<file path="src/rtl/tc_pkg.sv">
package tc_pkg;
  typedef enum logic {
    STAGE_STEER = 1'b0,
    STAGE_BCAST = 1'b1
  } stage_mode_e;

  // way number of a tile under a given associativity exponent
  function automatic int unsigned way_of(int unsigned tile, int unsigned assoc,
                                         int unsigned tile_w);
    return tile >> (tile_w - assoc);
  endfunction
endpackage

</file>
<file path="src/rtl/tc_req_reg.sv">
module tc_req_reg #(
  parameter int ROW_W  = 4,
  parameter int TILE_W = 3,
  parameter int TAG_W  = 8,
  parameter int AW     = 2,
  parameter int CW     = 4,
  localparam int SET_W = ROW_W + TILE_W
) (
  input  logic              clk_i,
  input  logic              rst_ni,
  input  logic              req_valid_i,
  input  logic [SET_W-1:0]  set_i,
  input  logic [TAG_W-1:0]  tag_i,
  input  logic [AW-1:0]     assoc_i,
  input  logic [CW-1:0]     ways_i,
  output logic              valid_o,
  output logic [ROW_W-1:0]  row_o,
  output logic [TILE_W-1:0] tile_addr_o,
  output logic [TAG_W-1:0]  tag_o,
  output logic [AW-1:0]     assoc_o,
  output logic [CW-1:0]     ways_o
);
  logic [AW-1:0] assoc_clip;

  assign assoc_clip = (assoc_i > AW'(TILE_W)) ? AW'(TILE_W) : assoc_i;

  always_ff @(posedge clk_i or negedge rst_ni) begin
    if (!rst_ni) begin
      valid_o     <= 1'b0;
      row_o       <= '0;
      tile_addr_o <= '0;
      tag_o       <= '0;
      assoc_o     <= '0;
      ways_o      <= '0;
    end else begin
      valid_o <= req_valid_i;
      if (req_valid_i) begin
        row_o       <= set_i[ROW_W-1:0];
        tile_addr_o <= set_i[SET_W-1:ROW_W];
        tag_o       <= tag_i;
        assoc_o     <= assoc_clip;
        ways_o      <= ways_i;
      end
    end
  end
endmodule

</file>
<file path="src/rtl/tc_steer_tree.sv">
module tc_steer_tree
  import tc_pkg::*;
#(
  parameter int TILE_W  = 3,
  parameter int AW      = 2,
  localparam int N_TILES = 1 << TILE_W
) (
  input  logic               valid_i,
  input  logic [TILE_W-1:0]  tile_addr_i,
  input  logic [AW-1:0]      assoc_i,
  output logic [N_TILES-1:0] en_o
);
  stage_mode_e mode [TILE_W];

  // stage s always reads tile-address bit TILE_W-1-s; upper stages broadcast
  for (genvar s = 0; s < TILE_W; s++) begin : g_stage
    assign mode[s] = (AW'(s) < assoc_i) ? STAGE_BCAST : STAGE_STEER;
  end

  for (genvar t = 0; t < N_TILES; t++) begin : g_leaf
    logic [TILE_W-1:0] pass;
    for (genvar s = 0; s < TILE_W; s++) begin : g_path
      localparam int B = TILE_W - 1 - s;
      localparam logic DIR = 1'((t >> B) & 1);
      assign pass[s] = (mode[s] == STAGE_BCAST) || (tile_addr_i[B] == DIR);
    end
    assign en_o[t] = valid_i & (&pass);
  end
endmodule

</file>
<file path="src/rtl/tc_way_mask.sv">
module tc_way_mask
  import tc_pkg::*;
#(
  parameter int TILE_W  = 3,
  parameter int AW      = 2,
  parameter int CW      = 4,
  localparam int N_TILES = 1 << TILE_W
) (
  input  logic [AW-1:0]      assoc_i,
  input  logic [CW-1:0]      ways_i,
  output logic [N_TILES-1:0] live_o
);
  for (genvar t = 0; t < N_TILES; t++) begin : g_tile
    logic [CW-1:0] wid;
    assign wid       = CW'(way_of(t, int'(assoc_i), TILE_W));
    assign live_o[t] = wid < ways_i;
  end
endmodule

</file>
<file path="src/rtl/tc_hit_merge.sv">
module tc_hit_merge
  import tc_pkg::*;
#(
  parameter int TILE_W  = 3,
  parameter int AW      = 2,
  parameter int DATA_W  = 16,
  localparam int N_TILES = 1 << TILE_W
) (
  input  logic [N_TILES-1:0]        en_i,
  input  logic [AW-1:0]             assoc_i,
  input  logic [N_TILES-1:0]        hit_i,
  input  logic [N_TILES-1:0]        valid_i,
  input  logic [N_TILES-1:0]        dirty_i,
  input  logic [N_TILES*DATA_W-1:0] data_i,
  output logic                      hit_o,
  output logic [TILE_W-1:0]         hit_tile_o,
  output logic [TILE_W-1:0]         hit_way_o,
  output logic [DATA_W-1:0]         rdata_o,
  output logic                      multi_hit_o,
  output logic [N_TILES-1:0]        way_hit_o,
  output logic [N_TILES-1:0]        way_valid_o,
  output logic [N_TILES-1:0]        way_dirty_o
);
  logic [N_TILES-1:0] hit_m, val_m, dty_m;
  logic [TILE_W-1:0]  win;

  assign hit_m = hit_i & en_i;
  assign val_m = valid_i & en_i;
  assign dty_m = dirty_i & en_i;

  always_comb begin
    win = '0;
    for (int t = N_TILES - 1; t >= 0; t--) begin
      if (hit_m[t]) win = TILE_W'(t);
    end
  end

  always_comb begin
    way_hit_o   = '0;
    way_valid_o = '0;
    way_dirty_o = '0;
    for (int t = 0; t < N_TILES; t++) begin
      if (en_i[t]) begin
        way_hit_o[way_of(t, int'(assoc_i), TILE_W)]   = hit_m[t];
        way_valid_o[way_of(t, int'(assoc_i), TILE_W)] = val_m[t];
        way_dirty_o[way_of(t, int'(assoc_i), TILE_W)] = dty_m[t];
      end
    end
  end

  assign hit_o       = |hit_m;
  assign multi_hit_o = $countones(hit_m) > 1;
  assign hit_tile_o  = hit_o ? win : '0;
  assign hit_way_o   = hit_o ? TILE_W'(way_of(int'(win), int'(assoc_i), TILE_W)) : '0;
  assign rdata_o     = hit_o ? data_i[win*DATA_W +: DATA_W] : '0;
endmodule

</file>
<file path="src/rtl/tile_cluster_net.sv">
module tile_cluster_net #(
  parameter int TILE_W  = 3,
  parameter int ROW_W   = 4,
  parameter int TAG_W   = 8,
  parameter int DATA_W  = 16,
  localparam int N_TILES = 1 << TILE_W,
  localparam int SET_W   = ROW_W + TILE_W,
  localparam int AW      = $clog2(TILE_W + 1),
  localparam int CW      = TILE_W + 1
) (
  input  logic                      clk_i,
  input  logic                      rst_ni,
  input  logic                      req_valid_i,
  input  logic [SET_W-1:0]          set_i,
  input  logic [TAG_W-1:0]          tag_i,
  input  logic [AW-1:0]             assoc_i,
  input  logic [CW-1:0]             ways_i,
  input  logic [N_TILES-1:0]        tile_hit_i,
  input  logic [N_TILES-1:0]        tile_valid_i,
  input  logic [N_TILES-1:0]        tile_dirty_i,
  input  logic [N_TILES*DATA_W-1:0] tile_data_i,
  output logic                      lookup_valid_o,
  output logic [N_TILES-1:0]        tile_en_o,
  output logic [ROW_W-1:0]          row_o,
  output logic [TAG_W-1:0]          tag_o,
  output logic                      hit_o,
  output logic [TILE_W-1:0]         hit_tile_o,
  output logic [TILE_W-1:0]         hit_way_o,
  output logic [DATA_W-1:0]         rdata_o,
  output logic                      multi_hit_o,
  output logic [N_TILES-1:0]        way_hit_o,
  output logic [N_TILES-1:0]        way_valid_o,
  output logic [N_TILES-1:0]        way_dirty_o
);
  logic [TILE_W-1:0]  tile_addr_q;
  logic [AW-1:0]      assoc_q;
  logic [CW-1:0]      ways_q;
  logic [N_TILES-1:0] steer_en, live;

  tc_req_reg #(
    .ROW_W(ROW_W), .TILE_W(TILE_W), .TAG_W(TAG_W), .AW(AW), .CW(CW)
  ) u_req (
    .clk_i, .rst_ni, .req_valid_i, .set_i, .tag_i, .assoc_i, .ways_i,
    .valid_o(lookup_valid_o), .row_o, .tile_addr_o(tile_addr_q),
    .tag_o, .assoc_o(assoc_q), .ways_o(ways_q)
  );

  tc_steer_tree #(.TILE_W(TILE_W), .AW(AW)) u_tree (
    .valid_i(lookup_valid_o), .tile_addr_i(tile_addr_q), .assoc_i(assoc_q),
    .en_o(steer_en)
  );

  tc_way_mask #(.TILE_W(TILE_W), .AW(AW), .CW(CW)) u_ways (
    .assoc_i(assoc_q), .ways_i(ways_q), .live_o(live)
  );

  assign tile_en_o = steer_en & live;

  tc_hit_merge #(.TILE_W(TILE_W), .AW(AW), .DATA_W(DATA_W)) u_merge (
    .en_i(tile_en_o), .assoc_i(assoc_q), .hit_i(tile_hit_i),
    .valid_i(tile_valid_i), .dirty_i(tile_dirty_i), .data_i(tile_data_i),
    .hit_o, .hit_tile_o, .hit_way_o, .rdata_o, .multi_hit_o,
    .way_hit_o, .way_valid_o, .way_dirty_o
  );
endmodule

</file>
<file path="config.mk">
export PLATFORM = sky130hd
export DESIGN_NAME = tile_cluster_net
export DESIGN_NICKNAME = d
export VERILOG_FILES = /design/src/rtl/tc_pkg.sv /design/src/rtl/tc_req_reg.sv /design/src/rtl/tc_steer_tree.sv /design/src/rtl/tc_way_mask.sv /design/src/rtl/tc_hit_merge.sv /design/src/rtl/tile_cluster_net.sv
export SDC_FILE = /design/constraint.sdc
export NUM_CORES = 1
export LEC_CHECK = 0
export BUFFER_PORTS_ARGS = -buffer_cell sky130_fd_sc_hd__buf_2
export CAP_MARGIN = 15
export CORE_MARGIN = 2
export CORE_UTILIZATION = 43
export CTS_CLUSTER_SIZE = 10
export DETAILED_ROUTE_END_ITERATION = 16
export HOLD_SLACK_MARGIN = 0.03
export MAX_ROUTING_LAYER = met4
export PLACE_DENSITY = 0.8
export SETUP_SLACK_MARGIN = 0.15
export SLEW_MARGIN = 20
export SYNTH_ARGS = -nofsm -noshare
export SYNTH_HDL_FRONTEND = slang
export SYNTH_SLANG_ARGS = --single-unit
</file>
<file path="constraint.sdc">
create_clock -name clk_i -period 5.05 [get_ports clk_i]
set_clock_uncertainty 0.05 [all_clocks]
set_input_delay 1.01 -clock clk_i [delete_from_list [all_inputs] [get_ports clk_i]]
set_output_delay 1.01 -clock clk_i [all_outputs]
set_load 0.01 [all_outputs]
</file>
Yosys cells after proc, flatten, opt, wreduce, memory -nomap -nowiden. Index checks and enable logic that the tools add are counted.

Bits in registers: 22. Input bits: 176. Output and inout port bits: 69. Word-level logic and storage cells: 170.

$add $sub $neg: 8. Order comparisons: 29. Shift-type cells: 10. Mux-type cells: 76. Bitwise logic cells: 18. Reduce and logical (&&, ||, !) cells: 23.

Operator list (number): greater-or-equal comparator 32 x 1 -> 1 bit, second input constant (8); < comparator 32 x 4 -> 1 bit, second input constant (8); 2-to-1 mux 8 bit (24); bitwise mux 8 bit (21); indexed part select 128 x 8 -> 16 bit (1); >> shifter 3 x 32 -> 32 bit, first input constant (4); adder 32 bit (3); >> shifter 1 x 32 -> 32 bit, first input constant (2); >> shifter 2 x 32 -> 32 bit, first input constant (2); bitwise AND 8 bit (7); greater-than comparator 32 x 2 -> 1 bit, second input constant (1); < comparator 4 bit (8); >> shifter 3 x 32 -> 3 bit (1); 2-to-1 mux 3 bit (10); demux 1 bit (select 3 bit) (8); AND reduction 3 bit (8); 2-to-1 mux 16 bit (1); 2-to-1 mux 1 bit (11); adder 1 x 1 -> 2 bit (4); bitwise AND 1 bit (8); logical AND 1 bit (8); OR reduction 8 bit (1); logical OR 1 bit (6); < comparator 1 x 2 -> 1 bit, first input constant (2); 5 further kinds (7).

Longest topological paths before layout.
Depth after elaboration: 23. Depth in mapped cells: 18. Mapped depth without buffers: 16.

By module. Synthesis repeated with hierarchy kept, for this count alone.

Cells, all modules: 633. Area, all modules: 4510.6 sq um.

By module, submodules not included: tc_hit_merge (instances 1, cells an instance 522, area each 3219.3 sq um, sequential area each 0.0 sq um); tc_req_reg (instances 1, cells an instance 45, area each 884.6 sq um, sequential area each 550.5 sq um); tc_way_mask (instances 1, cells an instance 35, area each 247.7 sq um, sequential area each 0.0 sq um); tc_steer_tree (instances 1, cells an instance 23, area each 108.9 sq um, sequential area each 0.0 sq um); tile_cluster_net (instances 1, cells an instance 8, area each 50.0 sq um, sequential area each 0.0 sq um).

Least setup slack after synthesis. No wires, ideal clock.

Path type: register to output. From: reg u_req.assoc_o[1]. To: out multi_hit_o. Arrival: 4.343 ns. Data required time: 3.990 ns. Setup slack: -0.353 ns. Stages on the path, launching flop included: 19. Path buffers: 2. Path through: dfrtp_1 > buf_2 > inv_1 > ha_1 > nor2b_1 > nor3_1 > o2111ai_1 > inv_1 > clkbuf_1 > nand2_1 > ha_1 > inv_1 > fa_1 > inv_1 > fa_1 > ha_1 > inv_1 > fa_1 > nand3b_1.

Word-level cells in the longest chain between the ends: 11. Elaborated cells between the ends (all ways): 55. Those cells by class: add/sub (8); order compare (12); shift (8); mux (3); bitwise (10); reduce/logical (14).

RTL lines: from (decl) (line tc_req_reg.sv:20) `output logic [AW-1:0] assoc_o,`; from (signal assigned) (line tc_req_reg.sv:41) `assoc_o <= assoc_clip;`; branches (longest 5 deep; another with < comparator 4 bit); bitwise AND 8 bit (*) (line tile_cluster_net.sv:57) `assign tile_en_o = steer_en & live;`; named net tile_en_o[6] (line tile_cluster_net.sv:23) `output logic [N_TILES-1:0] tile_en_o,`; bitwise AND 8 bit (*) (line tc_hit_merge.sv:27) `assign hit_m = hit_i & en_i;`; adder 1 x 1 -> 2 bit (implied by the code) (*) (line tc_hit_merge.sv:52) `assign multi_hit_o = $countones(hit_m) > 1;`; adder 32 bit (implied by the code) (*) (2 in a row) (line tc_hit_merge.sv:52); greater-than comparator 32 x 2 -> 1 bit (*) (line tc_hit_merge.sv:52); to (decl) (line tile_cluster_net.sv:30) `output logic multi_hit_o,`.

Mark *: on every way through the listed nets, which the timed path passes.

Worst setup path after layout.
From: reg u_req.assoc_o[0]. To: out multi_hit_o.

Word-level cells in the longest chain between the ends: 11. Elaborated cells between the ends (all ways): 55. Those cells by class: add/sub (8); order compare (12); shift (8); mux (3); bitwise (10); reduce/logical (14).

RTL lines (line): branches (longest 5 deep; another with < comparator 4 bit); bitwise AND 8 bit (*) (tile_cluster_net.sv:57); bitwise AND 8 bit (*) (tc_hit_merge.sv:27); adder 1 x 1 -> 2 bit (implied by the code) (tc_hit_merge.sv:52); adder 32 bit (implied by the code) (tc_hit_merge.sv:52); adder 32 bit (implied by the code) (*) (tc_hit_merge.sv:52); greater-than comparator 32 x 2 -> 1 bit (*) (tc_hit_merge.sv:52).

Every way passes the cells marked *.

==> impl_metrics.py <==
metrics = {
    "drt": {
        "final_antenna_net_count": 0,
        "avgRoutedWirePerCell_um": 19.67,
        "detailroute.via_count": 6384,
        "dr_drc_count": 0,
        "finalWirelength_um": 20180,
        "first_pass_iters": 7,
        "first_iter_violations": 677,
        "viasPerCell": 6.222,
    },
    "logic_synthesis": {
        "postSynthNetCount": 848,
        "netlist_instances": 648,
        "ys_seq_area_share_pct": 11.85,
        "yosys_most_used_dff": "dfrtp_1",
        "synth.yosys.warnings": 0,
        "postSynthAreaPerCell_um2": 7.167,
        "synth_cell_types": 63,
        "synth_enable_flop_cells": 0,
        "postSynthRegisterBits": 22,
        "synth_async_sr_flop_share_pct": 100.0,
        "post_synth_instance_area_mm2": 0.004644,
    },
    "global_route": {
        "number_of_global_route_vias_before_repair": 5919,
        "grt_overflow_total": 0,
        "grt_pass1_wl_um": 30330,
        "grt.met2_usage_pct": 56.74,
        "initial_antenna_violation_count": 1,
        "use_met1_pct": 40.38,
        "grt.met3_usage_pct": 4.581,
        "globalRoute.busiestLayer": "met2",
        "total_global_routing_track_utilization_pct": 33.82,
        "grt_start_max_net_pins": 60,
    },
    "clocking": {
        "clock_tree.root_cell": "clkbuf_8",
        "cts_buffer_depth": 2,
        "clkLatencyLatePin_ps": 260,
        "clock_tree.htree_level_count": 1,
        "cts_sinks": 22,
        "cts_made_buffers": 3,
        "post_cts_hold_buffer_count": 0,
        "clock_tree_from_tritoncts": "built",
        "clk_pin_slew_worst_paths_ps": 80,
    },
    "power_and_ir_drop": {
        "p_leak_nw": 3.164,
        "power_frac_clock_pct": 12.8,
        "power_frac_comb_pct": 70.4,
        "power.share.sequential_pct": 16.8,
        "switch_share_pct": 47.17,
        "peakVddDrop_v": 0.0001520,
        "power.net_switching_uw": 598.3,
        "power_per_cell_area_mw_per_mm2": 193.0,
        "intPower_uw": 670.0,
        "total_power_mw": 1.268,
    },
    "sta": {
        "timing.slew.headroom_pct": 34.89,
        "final_critical_path_setup_slack_ps": 50.84,
        "period_needed_ps": 4999,
        "timing.final.max_slew_violations": 0,
        "fmax_mhz": 200.0,
        "grt_setup_unrepaired": "yes",
        "final_min_period_over_clock_period_pct": 98.99,
        "setup_total_negative_slack_ps": 0,
        "worst_pin_slew_ps": 967.7,
        "report.final.setup_viol": 0,
        "hold_violations": 0,
    },
    "finish": {
        "layout.cells.most_common": "buf_2",
        "syn_to_final_growth_pct": 41.49,
        "fraction_of_layout_cells_with_a_size_suffix_above_1_pct": 42.74,
        "layout_common_cells": "buf_2, and3_1, o211ai_1",
        "total_number_of_nets_in_the_final_design": 1090,
        "layout.core_utilization_pct": 63.09,
        "fillerInstances": 982,
        "multi_input_area_mm2": 0.003979,
        "final_area_mm2": 0.006571,
        "sequential_cell_area_um2": 554.3,
    },
    "floorplan": {
        "die_h_um": 107.9,
        "design.portCount": 245,
        "floorplan_die_area_mm2": 0.01165,
        "core_region_area_mm2": 0.01042,
        "std_cell_rows": 37,
        "start_util_pct": 44.59,
        "die_width_um": 107.9,
    },
    "critical_path": {
        "timing.critical_path.to_type": "primary output",
        "required_ps": 3990,
        "worstPathArrival_ps": 3940,
        "worst-setup-path-type": "register to primary output",
        "timing.critical_path.from": "u_req.assoc_o[0]",
        "critPathLaunchType": "register",
        "reg2reg_from": "u_req.assoc_o[0]",
        "timing.reg2reg.setup_slack_ps": 3730,
        "critPathMaxFanout": 5,
    },
    "min_path": {
        "min_from": "u_req.tag_o[4]",
        "hold_path.class": "register to register",
    },
    "status": {
        "outcome": "finished, final reports clean",
    },
    "place": {
        "post-dp-hpwl_um": 15170,
        "placed_inst_area_mm2": 0.006026,
        "port_buffers": 244,
        "dp_slack_ps": 106.1,
        "finalWeightedCongestion": 0.9825,
    },
    "run": {
        "cap_viol_max_count": 0,
    },
}
-- metal layers --
metal / part of all wire (%) / up-vias / routed length (um)
met5: 0 / - / 0
met4: 4.9 / 0 / 980
met3: 8.8 / 76 / 1773
met2: 49 / 415 / 9927
met1: 37 / 2925 / 7499
li1: - / 2968 / -
-- cell usage after synthesis (2+ instances only) --
library cell,number,area (um^2)
nand3_1,23,115.1
o31a_1,2,17.52
o21ai_0,28,140.1
a2bb2oi_1,3,26.28
a21oi_1,15,75.07
o31ai_1,4,30.03
clkbuf_1,46,172.7
o21a_1,4,30.03
dfrtp_1,22,550.5
nor2b_1,6,37.54
o21ai_1,2,10.01
o211ai_1,67,503.0
o221ai_1,2,17.52
a21boi_0,65,488.0
nor4_1,4,25.02
buf_1,3,11.26
or3_1,3,18.77
o211ai_2,3,37.54
nor3_1,12,60.06
a221oi_1,3,26.28
a32oi_1,13,113.9
nor3b_1,4,30.03
and2_1,4,25.02
buf_6,6,67.56
and3_1,71,444.2
nand2_1,44,165.2
ha_1,20,250.2
a211o_1,2,17.52
o311ai_0,2,17.52
a31oi_1,9,56.30
nand2b_1,7,43.79
nor2_1,32,120.1
o22ai_1,4,25.02
nand3b_1,4,30.03
a21o_1,5,37.54
buf_2,9,45.04
mux2_2,18,202.7
fa_1,4,80.08
inv_1,25,93.84
o2111ai_1,2,17.52
o211a_1,2,20.02
o21bai_1,2,15.01
nand4_1,22,137.6
-- state kept, by name, summed over array words and instances (netlist names) --
signal and count:
u_req.row_o 4, u_req.ways_o 4, u_req.valid_o 1, u_req.tag_o 8
u_req.tile_addr_o 3, u_req.assoc_o 2
-- cell families (layout without fill, tap and decap cells) --
group	after synthesis	after routing	synth area share, %
other	0	1	0
buffers and inverters	91	332	8.567
AND/OR/NAND/NOR	244	244	28.85
adder cells (fa/ha/maj)	24	24	7.112
flip-flops	22	22	11.85
AO/OA/AOI/OAI	247	247	38.85
XOR/XNOR	1	1	0.1886
multiplexers	19	19	4.580
-- per-stage QoR --
stage / std cells / hold slack [ps]
2_1_floorplan: 648 / 476.0
3_3_place_gp: 993 / 434.9
3_5_place_dp: 993 / 443.6
4_1_cts: 1019 / 462.7
5_1_grt: 1026 / 480.8
6_report: 1026 / 456.0
-- final cells by class --
cell class              count  area share, %
flip-flops and latches     22          8.435
well taps                 136          2.589
diodes                      1        0.03808
repair buffers            301          25.65
inverters                  27          1.657
clock inverters             1         0.4570
multi-input cells         535          60.55
clock buffers               3         0.6283
-- worst max-delay path, stage by stage (launching register included) --
cell and delay [ps]:
dfrtp_2 420, clkinvlp_4 180, ha_4 230, nor2b_4 150, nor3_4 270, o2111ai_4 150
inv_2 110, nand2_4 90, inv_4 90, ha_4 130, fa_1 410, fa_1 560
ha_2 170, inv_2 30, fa_1 480, nand3b_1 80, buf_2 140
-- timing repair --
action                                  CTS  global route
setup buffers                            22             6
endpoints found under the setup margin    1             8
pin swaps                                20             6
gates resized for setup                  44            10
-- final timing paths --
check | depth (start not counted) | endpoint
min reg2reg | 1 | u_req.tag_o[4]
max in group asynchronous | 1 | u_req.assoc_o[0]
max reg2reg | 5 | u_req.assoc_o[0]
max | 16 | multi_hit_o
min | 1 | u_req.tag_o[4]
min in group asynchronous | 1 | u_req.tag_o[7]
-- power by group through the flow --
stage,clock (mW),sequential (mW),combinational (mW)
2_1_floorplan,0,0.213,0.504
3_3_place_gp,0,0.212,0.803
3_5_place_dp,0,0.213,0.806
4_1_cts,0.164,0.211,0.860
5_1_grt,0.176,0.215,0.963
6_report,0.162,0.213,0.893
Power figures use the tool's default switching activity.
